File: config.mk
export PLATFORM = sky130hd
export DESIGN_NAME = secded_word_ctl
export DESIGN_NICKNAME = d
export VERILOG_FILES = /design/src/rtl/secded_ctl_pkg.sv /design/src/rtl/secded_enc.sv /design/src/rtl/secded_dec.sv /design/src/rtl/secded_word_ctl.sv
export SDC_FILE = /design/constraint.sdc
export NUM_CORES = 1
export LEC_CHECK = 0
export BUFFER_PORTS_ARGS = -buffer_cell sky130_fd_sc_hd__buf_2
export CAP_MARGIN = 10
export CORE_AREA = 2 2 237 239
export CTS_BUF_LIST = sky130_fd_sc_hd__clkbuf_16
export DETAILED_ROUTE_END_ITERATION = 7
export DIE_AREA = 0 0 239 241
export PLACE_DENSITY = 0.46
export SETUP_SLACK_MARGIN = 0.5
export SYNTH_ARGS = -nofsm -noshare
export SYNTH_HDL_FRONTEND = slang
export SYNTH_SLANG_ARGS = --single-unit
File: constraint.sdc
create_clock -name clk -period 6.77 [get_ports clk]
set_input_delay 0 -clock clk [delete_from_list [all_inputs] [get_ports clk]]
set_output_delay 0 -clock clk [all_outputs]
set_load 0.05 [all_outputs]
File: src/rtl/secded_ctl_pkg.sv
package secded_ctl_pkg;

   typedef enum logic [2:0] {
      RQ_FETCH  = 3'd0,
      RQ_FILL   = 3'd1,
      RQ_IDMA   = 3'd2,
      RQ_DMA    = 3'd3,
      RQ_VICTIM = 3'd4
   } req_class_e;

   // number of Hamming check bits needed to cover dw data bits
   function automatic int hamming_bits(input int dw);
      int r;
      r = 1;
      while ((1 << r) < dw + r + 1) r++;
      return r;
   endfunction

   // codeword position (1-based) of data bit idx: skip power-of-two slots
   function automatic int data_position(input int idx);
      int p;
      int n;
      p = 0;
      n = -1;
      while (n < idx) begin
         p++;
         if ((p & (p - 1)) != 0) n++;
      end
      return p;
   endfunction

endpackage

File: src/rtl/secded_enc.sv
module secded_enc #(
   parameter int DATA_W = 128,
   parameter int CHK_W  = 8
) (
   input  logic [DATA_W-1:0] data,
   output logic [CHK_W-1:0]  hbits
);
   logic [CHK_W-1:0] term [DATA_W];

   for (genvar i = 0; i < DATA_W; i++) begin : g_term
      localparam int POS = secded_ctl_pkg::data_position(i);
      assign term[i] = data[i] ? CHK_W'(POS) : '0;
   end

   always_comb begin
      hbits = '0;
      for (int i = 0; i < DATA_W; i++) hbits ^= term[i];
   end
endmodule

File: src/rtl/secded_dec.sv
module secded_dec #(
   parameter int DATA_W = 128,
   parameter int CHK_W  = 8
) (
   input  logic [DATA_W-1:0] data,
   input  logic [CHK_W:0]    st_chk,
   output logic [DATA_W-1:0] fixed,
   output logic [CHK_W-1:0]  syn,
   output logic              pmis,
   output logic              one_err,
   output logic              two_err
);
   logic [CHK_W-1:0]  recomp;
   logic [DATA_W-1:0] flip;

   secded_enc #(.DATA_W(DATA_W), .CHK_W(CHK_W)) u_recalc (
      .data  (data),
      .hbits (recomp)
   );

   assign syn  = recomp ^ st_chk[CHK_W-1:0];
   assign pmis = (^data) ^ (^st_chk);

   for (genvar i = 0; i < DATA_W; i++) begin : g_fix
      localparam int POS = secded_ctl_pkg::data_position(i);
      assign flip[i] = pmis && (syn == CHK_W'(POS));
   end

   assign fixed = data ^ flip;

   always_comb begin
      one_err = pmis && ((syn == '0) || $onehot(syn) || (|flip));
      two_err = ((syn != '0) || pmis) && !one_err;
   end
endmodule

File: src/rtl/secded_word_ctl.sv
module secded_word_ctl #(
   parameter int DATA_W = 128,
   parameter int ADDR_W = 6,
   parameter int BE_W   = DATA_W / 8,
   parameter int CHK_W  = secded_ctl_pkg::hamming_bits(DATA_W)
) (
   input  logic              clk,
   input  logic              rst_n,
   input  logic              chk_en,
   input  logic              wr_en,
   input  logic [ADDR_W-1:0] wr_addr,
   input  logic [DATA_W-1:0] wr_data,
   input  logic [BE_W-1:0]   wr_be,
   input  logic              rd_en,
   input  logic [ADDR_W-1:0] rd_addr,
   input  logic [2:0]        rd_class,
   output logic              mem_we,
   output logic [ADDR_W-1:0] mem_waddr,
   output logic [DATA_W-1:0] mem_wdata,
   output logic [BE_W-1:0]   mem_wbe,
   output logic [CHK_W:0]    mem_wchk,
   output logic              mem_wvalid,
   output logic              mem_re,
   output logic [ADDR_W-1:0] mem_raddr,
   input  logic [DATA_W-1:0] mem_rdata,
   input  logic [CHK_W:0]    mem_rchk,
   input  logic              mem_rvalid,
   output logic              rsp_valid,
   output logic [DATA_W-1:0] rsp_data,
   output logic              err_single,
   output logic              err_double,
   output logic [CHK_W:0]    syndrome
);
   import secded_ctl_pkg::*;

   if (DATA_W % 8 != 0) begin : g_bad_width
      $error("DATA_W must be a whole number of bytes");
   end
   if (BE_W * 8 != DATA_W) begin : g_bad_be
      $error("BE_W must equal DATA_W/8");
   end
   if (CHK_W != hamming_bits(DATA_W)) begin : g_bad_chk
      $error("CHK_W does not match the Hamming bound for DATA_W");
   end

   // ---------------- write path ----------------
   logic [CHK_W-1:0] wr_hbits;
   logic             wr_full;

   secded_enc #(.DATA_W(DATA_W), .CHK_W(CHK_W)) u_wenc (
      .data  (wr_data),
      .hbits (wr_hbits)
   );

   assign wr_full    = &wr_be;
   assign mem_we     = wr_en;
   assign mem_waddr  = wr_addr;
   assign mem_wdata  = wr_data;
   assign mem_wbe    = wr_be;
   assign mem_wvalid = wr_full;
   assign mem_wchk   = wr_full ? {(^wr_data) ^ (^wr_hbits), wr_hbits} : '0;

   // ---------------- read request ----------------
   assign mem_re    = rd_en;
   assign mem_raddr = rd_addr;

   logic       pend_q;
   logic       en_q;
   req_class_e cls_q;

   always_ff @(posedge clk or negedge rst_n) begin
      if (!rst_n) begin
         pend_q <= 1'b0;
         en_q   <= 1'b0;
         cls_q  <= RQ_FETCH;
      end else begin
         pend_q <= rd_en;
         if (rd_en) begin
            en_q  <= chk_en;
            cls_q <= req_class_e'(rd_class);
         end
      end
   end

   // ---------------- read response ----------------
   logic [DATA_W-1:0] fixed;
   logic [CHK_W-1:0]  syn;
   logic              pmis;
   logic              one_err;
   logic              two_err;
   logic              active;

   secded_dec #(.DATA_W(DATA_W), .CHK_W(CHK_W)) u_dec (
      .data    (mem_rdata),
      .st_chk  (mem_rchk),
      .fixed   (fixed),
      .syn     (syn),
      .pmis    (pmis),
      .one_err (one_err),
      .two_err (two_err)
   );

   assign active = pend_q && en_q && mem_rvalid;

   always_comb begin
      rsp_valid  = pend_q;
      rsp_data   = (active && cls_q != RQ_FILL) ? fixed : mem_rdata;
      err_single = active && one_err;
      err_double = active && two_err;
      syndrome   = active ? {pmis, syn} : '0;
   end
endmodule

==> key figures <==
Run status
  • Status: finished, final reports clean

Yosys
  • Post-Synthesis Cells: between 1k and 1.5k
  • Dominant synthesized flop cell: dfrtp_1
  • Post-synthesis mux area share: 0.004344
  • Synthesized area per cell: between 7 and 8 sq um
  • Post-synthesis xor/xnor area fraction: 0.6046
  • Yosys top cell area share: 0.4139
  • Synth warn: 0
  • Largest cells by area after synthesis: xnor2_1 41%, xnor3_1 12%, buf_4 11%
  • Largest family of logic cells by synthesized area: XOR/XNOR gates
  • Top-count cell post-synth: xnor2_1
  • Synth cell count leaders: 490 x xnor2_1, 158 x buf_4, 133 x nand3_1
  • Count of cell types in the netlist: 47
  • Syn nets: ~1.6k
  • Simple-gate area share of the yosys netlist: 0.1653
  • Adder-Cell Fraction of Synth Area: 0.03065
  • Sequential area share after synthesis: 0.01207
  • Syn Std Cell Area: approximately 10,000 sq um
  • Synth Register Bits: 5
  • Cell taking the most area after synthesis: xnor2_1
  • Post-synth EDFFs: 0
  • Complex-gate fraction of the synthesized area: 0.03439
  • Share of flip-flops with an asynchronous set or reset: 1.000

STA
  • Endpoints failing setup: 0
  • Sum Neg Setup Slack: 0 ps
  • Max-slew headroom: 0.3281
  • Fin. Hold Viols: 0
  • WHS: ~0.019 ps
  • Unrepaired setup endpoints after global routing: false
  • Fin. max-slew vios: 0
  • Slew at the pin closest to its max-slew limit: 1008 ps
  • Fmax: 0.1677 GHz
  • Worst setup margin: roughly 800 ps
  • Fin crit period: just under 6000 ps
  • Skew final: 0 ps
  • Tcrit/Tclk final: 0.8807

Global routing
  • Total grt overflow: 0
  • Met3 Usage GRT: 0.03100
  • Largest net degree at the start of global routing: 97
  • Initial antenna violation count: 35
  • Tot GR Track Use: 0.2187
  • First-pass GRT wire length: just under 90 mm
  • Grt met1 use: 0.2407
  • GRT met2 Usage: 0.4263
  • Vias in the first global route: about 11k
  • GRT busiest layer: met2

Finish
  • Fin nets: between 2k and 2.5k
  • Multi-input logic area: ~9000 sq um
  • Share of layout cells above drive strength 1: 0.3722
  • Register Area: 125.1 sq um
  • Area Growth Syn to Fin: 25.80%
  • Fin cells: 2,395
  • Fillers: slightly above 6k

Placement
  • IO Port Bufs: roughly 580
  • Inst Count DP: 2,377
  • Gpl congestion: between 0.9 and 1
  • Pre-CTS setup slack: approximately 700 ps
  • Placed wire-length estimate: 57.31 mm

Clock network
  • Worst-skew pair later-pin latency: 220 ps
  • CTS Sinks: 5
  • CTS Buffer Depth: 2
  • CTS buffer count: 3
  • Clock root buffer: clkbuf_16
  • H-Tree Depth: 1
  • CTS tree: done

Critical path
  • Req. time, crit path: between 6000 and 7000 ps
  • Worst Path Max Fanout: 4
  • Kind of critical path: input port to output pin
  • Worst endpoint data arrival time: about 6000 ps
  • Worst setup SP type: input port
  • Crit end category: output pin

Floorplanning
  • # IOs: 610
  • Initial Util: 0.1889
  • # rows: 86
  • DIE AREA: 57,600 sq um
  • Core ar.: ~55,000 sq um
  • Die height: 241 um
  • Die width: roughly 240 um

Drt
  • DRC Markers: 0
  • 1st-pass router iterations: 5
  • Vias per cell: approximately 4.5
  • Antenna viol nets, final: 0
  • Initial DRC count: slightly below 700
  • Via count: between 10k and 15k
  • Wirelength per Cell: roughly 28 um
  • WL final: about 67 mm

Worst hold path
  • HP Class: input port to output pin

Run
  • Max-Cap Viols: 0
[kinds of logic (layout without fill, tap and decap cells)]
| family | count (synthesis) | after routing |
|---|---|---|
| xor gates and xnor gates | 615 | 615 |
| and+or+nand+nor | 345 | 345 |
| buffers and inverters | 249 | 631 |
| AOI/OAI and AO/OA | 56 | 56 |
| adders and majority gates | 23 | 23 |
| DFF | 5 | 5 |
| muxes | 4 | 4 |
| other | 0 | 12 |
[per-stage QoR]
step	area [sq um]	utilization
floorplan	10370	-
global placement	12890	0.2349
detailed placement	12890	0.2349
CTS	12990	0.2367
global route	13040	0.2376
finish	13040	0.2377
[worst max-delay path: stages]
cell and delay, ps:
buf_2 130, xnor2_1 130, xnor2_1 530, xnor3_1 530, xnor2_1 240, xnor2_1 100
xnor2_1 410, inv_1 120, ha_1 330, fa_1 420, fa_1 520, inv_1 40
ha_1 190, fa_1 540, nor4b_1 60, nor4_1 270, o2111ai_1 170, a2111oi_0 360
and4_1 320, nor2b_1 70, nor3_1 160, buf_2 300
[layout make-up]
type,count,area share
antenna,12,0.002302
timing repair buffer,607,0.2379
sequential,5,0.009592
tap,704,0.06753
clock buffer,3,0.005755
multi-input combinational,1043,0.6709
inverter,20,0.005755
clock inverter,1,0.0002878
[registers in the layout (all words and copies together), names as in the netlist]
name       cells
cls_q          3
en_q           1
rsp_valid      1
[cells in the final DEF (no fill, tap or decap), types with 21 or more instances in the layout]
cell type and instances:
xor2_1 60, xnor3_1 57, xnor2_1 487, inv_1 21
buf_4 22, buf_2 583, nand2_1 33, nand3_1 133
nor3_1 121, nor2_1 22
[repair_timing]
action | 4_1_cts | 5_1_grt
hold buffers | 2 | 0
endpoints found under the setup margin | 0 | 1
endpoints found under the hold margin | 6 | 0
resized for setup | 0 | 3
buffers inserted | 0 | 0
[per-layer routing]
| metal | wire length (um) | vias to the layer above |
|---|---|---|
| li1 | - | 4901 |
| met1 | 24940 | 5203 |
| met2 | 35960 | 537 |
| met3 | 3675 | 94 |
| met4 | 1972 | 10 |
| met5 | 70 | - |
[path summary, 6_finish.rpt]
check / startpoint / to / slack, ps / cells after the start
max in group asynchronous: rst_n / cls_q[0]$_DFFE_PN0P_ / 6520 / 2
max: mem_rdata[110] / err_double / 810 / 22
min reg2reg: cls_q[2]$_DFFE_PN0P_ / cls_q[2]$_DFFE_PN0P_ / 510 / 1
max reg2reg: cls_q[0]$_DFFE_PN0P_ / cls_q[0]$_DFFE_PN0P_ / 6000 / 1
min: wr_addr[2] / mem_waddr[2] / 0.02 / 0
min in group asynchronous: rst_n / cls_q[1]$_DFFE_PN0P_ / 120 / 2
Power is not shown: default switching activity piles up to over one toggle a cycle in this logic, so the estimate is an artifact.
